==> src/rtl/sgl_pkg.sv <==
package sgl_pkg;
  typedef enum logic [3:0] {
    ST_IDLE, ST_SREQ, ST_SCHK, ST_ELO, ST_EHI, ST_ESZ, ST_ELD, ST_EWAIT, ST_DONE, ST_ERR
  } sgl_state_e;

  localparam int unsigned TBL_OFS     = 32'h80;
  localparam int unsigned ENTRY_SHIFT = 4;
  localparam logic [1:0]  W_ADDR_LO   = 2'd0;
  localparam logic [1:0]  W_ADDR_HI   = 2'd1;
  localparam logic [1:0]  W_SIZE      = 2'd3;
endpackage

==> src/rtl/sgl_addr_gen.sv <==
module sgl_addr_gen #(
  parameter int ADDR_W = 32,
  parameter int IDX_W  = 16
) (
  input  logic [ADDR_W-1:0] base_i,
  input  logic [IDX_W-1:0]  idx_i,
  input  logic [1:0]        word_i,
  output logic [ADDR_W-1:0] addr_o
);
  import sgl_pkg::*;

  always_comb begin
    addr_o = base_i + ADDR_W'(TBL_OFS)
           + (ADDR_W'(idx_i) << ENTRY_SHIFT)
           + (ADDR_W'(word_i) << 2);
  end
endmodule

==> src/rtl/sgl_accum.sv <==
module sgl_accum #(
  parameter int OFFS_W = 32,
  parameter int LEN_W  = 23
) (
  input  logic              clk_i,
  input  logic              rst_ni,
  input  logic              clear_i,
  input  logic              step_i,
  input  logic [LEN_W-1:0]  size_i,
  input  logic [OFFS_W-1:0] offset_i,
  output logic              hit_o,
  output logic [OFFS_W-1:0] pos_o
);
  logic [OFFS_W-1:0] sum_q;
  logic [OFFS_W:0]   end_w;

  // sum only grows on a miss, so it stays below the offset and fits OFFS_W
  always_comb begin
    end_w = {1'b0, sum_q} + (OFFS_W+1)'(size_i);
    hit_o = ({1'b0, offset_i} <= end_w);
    pos_o = offset_i - sum_q;
  end

  always_ff @(posedge clk_i or negedge rst_ni) begin
    if (!rst_ni)      sum_q <= '0;
    else if (clear_i) sum_q <= '0;
    else if (step_i)  sum_q <= end_w[OFFS_W-1:0];
  end

  assert_sum_below_offset_R4: assert property (@(posedge clk_i) disable iff (!rst_ni)
    !clear_i |-> (sum_q <= offset_i));
endmodule

==> src/rtl/sgl_seg_out.sv <==
module sgl_seg_out #(
  parameter int LEN_W = 23
) (
  input  logic             clk_i,
  input  logic             rst_ni,
  input  logic             load_i,
  input  logic [31:0]      addr_lo_i,
  input  logic [31:0]      addr_hi_i,
  input  logic [LEN_W-1:0] size_i,
  input  logic [LEN_W-1:0] pos_i,
  input  logic             ready_i,
  output logic             valid_o,
  output logic [63:0]      addr_o,
  output logic [LEN_W-1:0] len_o,
  output logic             fire_o
);
  logic             valid_q;
  logic [63:0]      addr_q;
  logic [LEN_W-1:0] len_q;

  always_ff @(posedge clk_i or negedge rst_ni) begin
    if (!rst_ni) begin
      valid_q <= 1'b0;
      addr_q  <= '0;
      len_q   <= '0;
    end else if (load_i) begin
      valid_q <= 1'b1;
      addr_q  <= {addr_hi_i, addr_lo_i} + 64'(pos_i);
      len_q   <= size_i - pos_i;
    end else if (valid_q && ready_i) begin
      valid_q <= 1'b0;
    end
  end

  assign valid_o = valid_q;
  assign addr_o  = addr_q;
  assign len_o   = len_q;
  assign fire_o  = valid_q & ready_i;

  assert_seg_hold_R8: assert property (@(posedge clk_i) disable iff (!rst_ni)
    (valid_q && !ready_i) |=> (valid_q && $stable(addr_q) && $stable(len_q)));

  assert_len_bound_R6: assert property (@(posedge clk_i) disable iff (!rst_ni)
    valid_q |-> (len_q <= (LEN_W'(1) << (LEN_W-1))));
endmodule

==> src/rtl/sgl_offset_locator.sv <==
module sgl_offset_locator #(
  parameter int ADDR_W    = 32,
  parameter int OFFS_W    = 32,
  parameter int CNT_W     = 16,
  parameter int SIZE_BITS = 22,
  localparam int LEN_W    = SIZE_BITS + 1
) (
  input  logic              clk_i,
  input  logic              rst_ni,
  input  logic              start_i,
  input  logic [ADDR_W-1:0] tbl_base_i,
  input  logic [31:0]       hdr_opts_i,
  input  logic [OFFS_W-1:0] offset_i,
  output logic              mem_req_o,
  output logic [ADDR_W-1:0] mem_addr_o,
  input  logic [31:0]       mem_rdata_i,
  output logic              seg_valid_o,
  input  logic              seg_ready_i,
  output logic [63:0]       seg_addr_o,
  output logic [LEN_W-1:0]  seg_len_o,
  output logic              done_o,
  output logic              err_o
);
  import sgl_pkg::*;

  sgl_state_e        state_q, state_d;
  logic [ADDR_W-1:0] base_q;
  logic [CNT_W-1:0]  cnt_q, idx_q;
  logic [OFFS_W-1:0] offset_q;
  logic [LEN_W-1:0]  pos_q;
  logic              first_q;
  logic [31:0]       lo_q, hi_q;

  logic [CNT_W-1:0]  cnt_in;
  logic              opts_unused;
  logic [1:0]        word_sel;
  logic [LEN_W-1:0]  size_w;
  logic              hit_w, step_w, clear_w, load_w, fire_w, last_w, start_ok;
  logic [OFFS_W-1:0] pos_full;
  logic              pos_unused;

  assign cnt_in      = hdr_opts_i[31 -: CNT_W];
  assign opts_unused = ^hdr_opts_i[31-CNT_W:0];
  assign pos_unused  = ^pos_full[OFFS_W-1:LEN_W];
  assign size_w      = LEN_W'(mem_rdata_i[SIZE_BITS-1:0]) + LEN_W'(1);
  assign last_w      = (idx_q == cnt_q - CNT_W'(1));
  assign start_ok    = (state_q == ST_IDLE) && start_i;
  assign clear_w     = start_ok;
  assign step_w      = (state_q == ST_SCHK) && !hit_w;
  assign load_w      = (state_q == ST_ELD);

  always_comb begin
    unique case (state_q)
      ST_ELO:  word_sel = W_ADDR_LO;
      ST_EHI:  word_sel = W_ADDR_HI;
      default: word_sel = W_SIZE;
    endcase
  end

  assign mem_req_o = (state_q == ST_SREQ) || (state_q == ST_ELO) ||
                     (state_q == ST_EHI)  || (state_q == ST_ESZ);

  sgl_addr_gen #(.ADDR_W(ADDR_W), .IDX_W(CNT_W)) i_addr_gen (
    .base_i (base_q),
    .idx_i  (idx_q),
    .word_i (word_sel),
    .addr_o (mem_addr_o)
  );

  sgl_accum #(.OFFS_W(OFFS_W), .LEN_W(LEN_W)) i_accum (
    .clk_i    (clk_i),
    .rst_ni   (rst_ni),
    .clear_i  (clear_w),
    .step_i   (step_w),
    .size_i   (size_w),
    .offset_i (offset_q),
    .hit_o    (hit_w),
    .pos_o    (pos_full)
  );

  sgl_seg_out #(.LEN_W(LEN_W)) i_seg_out (
    .clk_i     (clk_i),
    .rst_ni    (rst_ni),
    .load_i    (load_w),
    .addr_lo_i (lo_q),
    .addr_hi_i (hi_q),
    .size_i    (size_w),
    .pos_i     (first_q ? pos_q : '0),
    .ready_i   (seg_ready_i),
    .valid_o   (seg_valid_o),
    .addr_o    (seg_addr_o),
    .len_o     (seg_len_o),
    .fire_o    (fire_w)
  );

  always_comb begin
    state_d = state_q;
    unique case (state_q)
      ST_IDLE:  if (start_i) state_d = (cnt_in == '0) ? ST_ERR : ST_SREQ;
      ST_SREQ:  state_d = ST_SCHK;
      ST_SCHK:  if (hit_w)       state_d = ST_ELO;
                else if (last_w) state_d = ST_ERR;
                else             state_d = ST_SREQ;
      ST_ELO:   state_d = ST_EHI;
      ST_EHI:   state_d = ST_ESZ;
      ST_ESZ:   state_d = ST_ELD;
      ST_ELD:   state_d = ST_EWAIT;
      ST_EWAIT: if (fire_w) state_d = last_w ? ST_DONE : ST_ELO;
      ST_DONE:  state_d = ST_IDLE;
      ST_ERR:   state_d = ST_IDLE;
      default:  state_d = ST_IDLE;
    endcase
  end

  always_ff @(posedge clk_i or negedge rst_ni) begin
    if (!rst_ni) begin
      state_q  <= ST_IDLE;
      base_q   <= '0;
      cnt_q    <= '0;
      idx_q    <= '0;
      offset_q <= '0;
      pos_q    <= '0;
      first_q  <= 1'b0;
      lo_q     <= '0;
      hi_q     <= '0;
    end else begin
      state_q <= state_d;
      if (start_ok) begin
        base_q   <= tbl_base_i;
        cnt_q    <= cnt_in;
        offset_q <= offset_i;
        idx_q    <= '0;
        first_q  <= 1'b0;
      end
      if (state_q == ST_SCHK) begin
        if (hit_w) begin
          pos_q   <= pos_full[LEN_W-1:0];
          first_q <= 1'b1;
        end else if (!last_w) begin
          idx_q <= idx_q + CNT_W'(1);
        end
      end
      if (state_q == ST_EHI) lo_q <= mem_rdata_i;
      if (state_q == ST_ESZ) hi_q <= mem_rdata_i;
      if (state_q == ST_EWAIT && fire_w) begin
        first_q <= 1'b0;
        if (!last_w) idx_q <= idx_q + CNT_W'(1);
      end
    end
  end

  assign done_o = (state_q == ST_DONE);
  assign err_o  = (state_q == ST_ERR);

  assert_zero_count_err_R2: assert property (@(posedge clk_i) disable iff (!rst_ni)
    (state_q == ST_IDLE && start_i && cnt_in == '0) |=> (err_o && !mem_req_o));

  assert_done_pulse_R9: assert property (@(posedge clk_i) disable iff (!rst_ni)
    done_o |=> !done_o);

  assert_err_quiet_R5: assert property (@(posedge clk_i) disable iff (!rst_ni)
    err_o |-> (!seg_valid_o && !mem_req_o && !done_o));

  assert_done_after_fire_R9: assert property (@(posedge clk_i) disable iff (!rst_ni)
    $rose(done_o) |-> $past(fire_w));
endmodule

==> config.mk <==
export PLATFORM = sky130hd
export DESIGN_NAME = sgl_offset_locator
export DESIGN_NICKNAME = d
export VERILOG_FILES = /design/src/rtl/sgl_pkg.sv /design/src/rtl/sgl_addr_gen.sv /design/src/rtl/sgl_accum.sv /design/src/rtl/sgl_seg_out.sv /design/src/rtl/sgl_offset_locator.sv
export SDC_FILE = /design/constraint.sdc
export NUM_CORES = 1
export LEC_CHECK = 0
export ABC_AREA = 0
export BUFFER_PORTS_ARGS = -buffer_cell sky130_fd_sc_hd__buf_4
export CAP_MARGIN = 30
export CORE_MARGIN = 10
export CORE_UTILIZATION = 45
export CTS_CLUSTER_SIZE = 28
export DETAILED_ROUTE_END_ITERATION = 8
export MAX_ROUTING_LAYER = met4
export PLACE_DENSITY = 0.77
export SLEW_MARGIN = 30
export SYNTH_ARGS = -nofsm -noshare
export SYNTH_HDL_FRONTEND = slang
export SYNTH_SLANG_ARGS = --single-unit
==> constraint.sdc <==
create_clock -name clk_i -period 5.6 [get_ports clk_i]
set_clock_uncertainty 0.1 [all_clocks]
set_input_delay 0 -clock clk_i [delete_from_list [all_inputs] [get_ports clk_i]]
set_output_delay 0 -clock clk_i [all_outputs]
set_load 0.005 [all_outputs]
==> out/metrics.json <==
{
  "worst_hold_path": {
    "worstHoldPathType": "in -> reg",
    "worst_hold_path.endpoint": "i_seg_out.len_o[1]",
    "hold_depth": 6,
    "worstHoldStart": "mem_rdata_i[1]"
  },
  "drt": {
    "drt_iter0_drc": 1166,
    "drc": 0,
    "drt_pre_antenna_iters": 5,
    "wl_per_cell_um": 18.5,
    "via_count": 16875,
    "wl_um": 56400,
    "viasPerCell": 5.53,
    "ant_nets": 0
  },
  "synthesis": {
    "synth.lib_cells_used.distinct": 72,
    "edff_count_synth": 0,
    "postSynthAreaPerCell_um2": 9.61,
    "synth_async_sr_flop_share_pct": 100,
    "synth_nets": 2348,
    "postSynthCellCount": 2050,
    "top_flip_flop_cell_by_instance_count_after_synthesis": "dfrtp_1",
    "part_of_the_yosys_area_used_for_sequential_elements_pct": 39.1,
    "synth_area_leader_cell": "dfrtp_1",
    "synth_area_um2": 19700,
    "synthesized_flop_and_latch_total": 308,
    "ys_warn_count": 0,
    "synthTopCellsByArea": "dfrtp_1 39%, ha_1 10%, mux2_2 9.1%, xnor2_1 5.1%, nand2_1 4.4%",
    "netlist.area_leader.share_pct": 39.1
  },
  "die": {
    "die-width_um": 229,
    "core_area_um2": 43200,
    "rows": 76,
    "dieArea_um2": 52600,
    "dieHeight_um": 229,
    "io_pins": 255,
    "start_util_pct": 45.7
  },
  "grt": {
    "global_route.overflow_total": 0,
    "grtUsageTotal_pct": 21.4,
    "global_route_wire_length_before_repair_um": 90300,
    "grt_antenna_before_repair": 5,
    "grt_pass1_vias": 17055,
    "grt_max_degree": 166
  },
  "layout": {
    "finish.utilization_pct": 58.1,
    "layout_common_cells": "308 x dfrtp_1, 287 x buf_4, 230 x nand2_1",
    "layout_commonest_cell": "dfrtp_1",
    "synthToLayoutAreaGrowth_pct": 27.2,
    "final_layout_size_suffix_gt1_share_pct": 22.2,
    "final_layout_net_count": 2735
  },
  "setup_path": {
    "worst_ep_required_time_ns": 5.93,
    "reg2regPathDepth": 22,
    "endpoint_kind": "register",
    "critical_path_class": "in -> reg",
    "critical_path.startpoint_type": "input pin",
    "crit_path_max_fanout": 6,
    "startpoint_of_the_lowest_slack_register_to_register_path": "i_accum.sum_q[0]",
    "reg2reg_setup_slack_ns": 0.29,
    "crit-reg2reg-capture": "i_accum.sum_q[31]",
    "cp_arrival_ns": 5.74
  },
  "status": {
    "run_status": "complete, no violations"
  },
  "cts": {
    "worst_skew_pair.late_latency_ns": 0.56,
    "cts_buffer_depth": 3,
    "cts.reportedPaths.clkPinSlew_ns": 0.06,
    "cts_root_buffer": "clkbuf_16",
    "ctsHtreeMaxLevel": 2,
    "tritoncts_num_sinks": 308,
    "numCtsBuffers": 38,
    "tritoncts": "built"
  },
  "timing": {
    "clock_period_minus_worst_slack_ns": 5.41,
    "timing.slew.headroom_pct": 30.9,
    "timing.final.hold_violations": 0,
    "maxSlewViolCount": 0,
    "fmaxAchievable_mhz": 185,
    "final-setup-viol-count": 0,
    "tightest_slew_ns": 1.01,
    "hold-worst-slack_ns": 0.0491,
    "final.period_utilization_pct": 96.6,
    "setup_ws_ns": 0.191
  },
  "power_and_ir_drop": {
    "seq_power_share_pct": 41.7,
    "p_leak_nw": 12.2,
    "combinational_cell_fraction_of_total_power_pct": 20.1,
    "pwr_density_cell_nw_per_um2": 268,
    "p_int_mw": 4.84,
    "switching_share_pct": 27.9,
    "switchingPower_mw": 1.88,
    "vdd_ir_drop_max_mv": 0.234,
    "clockPowerShare_pct": 38.2
  },
  "place": {
    "finalWeightedCongestion": 0.908,
    "dp_hpwl_um": 42100,
    "placement.setup.worst_slack_ns": -0.131,
    "port_buffers": 238
  },
  "job": {
    "drv.max_cap_violation_count": 0
  }
}
==> power groups by stage <==
stage	registers, mW	clock network, mW	logic [mW]
6_report	2.80	2.57	1.35
5_1_grt	2.84	2.71	1.51
4_1_cts	2.80	2.62	1.36
3_5_place_dp	2.83	0	1.29
3_3_place_gp	2.81	0	1.24
2_1_floorplan	2.79	0	0.549
==> cell usage after synthesis, types with 4 or more instances <==
cell       number
and3_1         38
mux2_2        159
nor4_1         14
or2_2           8
nand2_1       232
o21ai_0       154
a31oi_1        11
a21boi_0        6
o211ai_1       16
dfrtp_1       308
a2111oi_0       4
inv_1          92
a31o_2          4
and2_1         13
nor2b_1        20
o21bai_1        7
nand3_1        77
nor3_1         39
fa_1            5
o31ai_1        22
a211o_1         7
a21o_1         40
or3_1           9
and4_1          5
a211oi_1       15
xor2_1         71
mux2i_1        17
ha_1          161
clkbuf_1       55
nand2b_1       23
buf_2           5
a21oi_1       107
nor2_1         94
nand4_1        24
xnor2_1       115
o21a_1         21
==> critical path: stages <==
cell and delay [ns]:
dlygate4sd3_1 0.54, buf_4 0.17, and3_1 0.18, nand3_1 0.14
nor2_1 0.19, and2_1 0.25, nand2_1 0.12, xnor2_2 0.16
ha_1 0.30, and3_1 0.17, buf_4 0.12, nand3_1 0.11
a211o_1 0.28, a31oi_1 0.34, buf_4 0.21, nand3_1 0.09
xor2_1 0.17, ha_1 0.28, nand4_1 0.14, nor4_2 0.33
a221oi_1 0.12, a221o_1 0.31, a211o_1 0.29, buf_4 0.14
and2_1 0.19, o21bai_1 0.18, a22o_1 0.23
==> routing by layer <==
metal | wire [um] | GRT usage, % | vias up
li1 | - | - | 8083
met1 | 25500 | 27.1 | 8200
met2 | 26500 | 34.8 | 491
met3 | 3050 | 3.91 | 101
met4 | 1330 | 5.61 | 0
met5 | 0 | - | -
==> worst max-delay path by stage <==
stage                     start           endpoint  cells past startpoint
2_1_floorplan    mem_rdata_i[0]           idx_q[3]                     22
3_3_place_gp     mem_rdata_i[3]          idx_q[11]                     27
3_5_place_dp     mem_rdata_i[2]          idx_q[11]                     27
5_1_grt          mem_rdata_i[6]  i_accum.sum_q[31]                     27
4_1_cts        i_accum.sum_q[0]          idx_q[11]                     22
6_report         mem_rdata_i[7]  i_accum.sum_q[31]                     27
==> what timing repair did <==
| action | 4_1_cts | 5_1_grt |
|---|---|---|
| hold endpoints to repair | 306 | 0 |
| buffers inserted | 0 | 1 |
| resized for setup | 0 | 9 |
| endpoints found under the setup margin | 0 | 72 |
| hold buffers | 118 | 0 |
==> per-stage QoR <==
stage	cell area [um2]	std cells	power (mW)	TNS, ns
6_report	25100	3054	6.72	0
2_1_floorplan	19700	2050	3.34	0
5_1_grt	25100	3054	7.06	-0.0559
4_1_cts	24900	3046	6.78	0
3_3_place_gp	22400	2860	4.06	0
3_5_place_dp	22500	2861	4.12	-1.76
==> kinds of logic (layout without fill, tap and decap cells) <==
family,Yosys count,in the layout,synth area share (%)
AO/OA/AOI/OAI,448,448,14.1
AND/OR/NAND/NOR,610,610,14.8
buffers and inverters,156,570,3.04
flip-flops,308,308,39.1
other,0,5,0
XOR/XNOR,186,186,8.27
adder cells (fa/ha/maj),166,166,10.7
multiplexers,176,176,9.95
==> layout make-up <==
class / count / area [um2]
fillers: 3631 / 18100
multi-input cells: 1586 / 11500
flip-flops and latches: 308 / 7710
repair buffers: 411 / 3490
clock buffers: 52 / 1070
well taps: 585 / 732
inverters: 92 / 345
clock inverters: 15 / 220
diodes: 5 / 12.5
==> sequential cells by signal (all words and copies together), names as in the netlist <==
name	count
i_seg_out.addr_o	64
base_q	32
hi_q	32
i_accum.sum_q	32
lo_q	32
offset_q	32
i_seg_out.len_o	23
pos_q	23
cnt_q	16
idx_q	16
state_q	4
first_q	1
i_seg_out.valid_o	1
No activity file was read; power rests on OpenSTA's default activity.
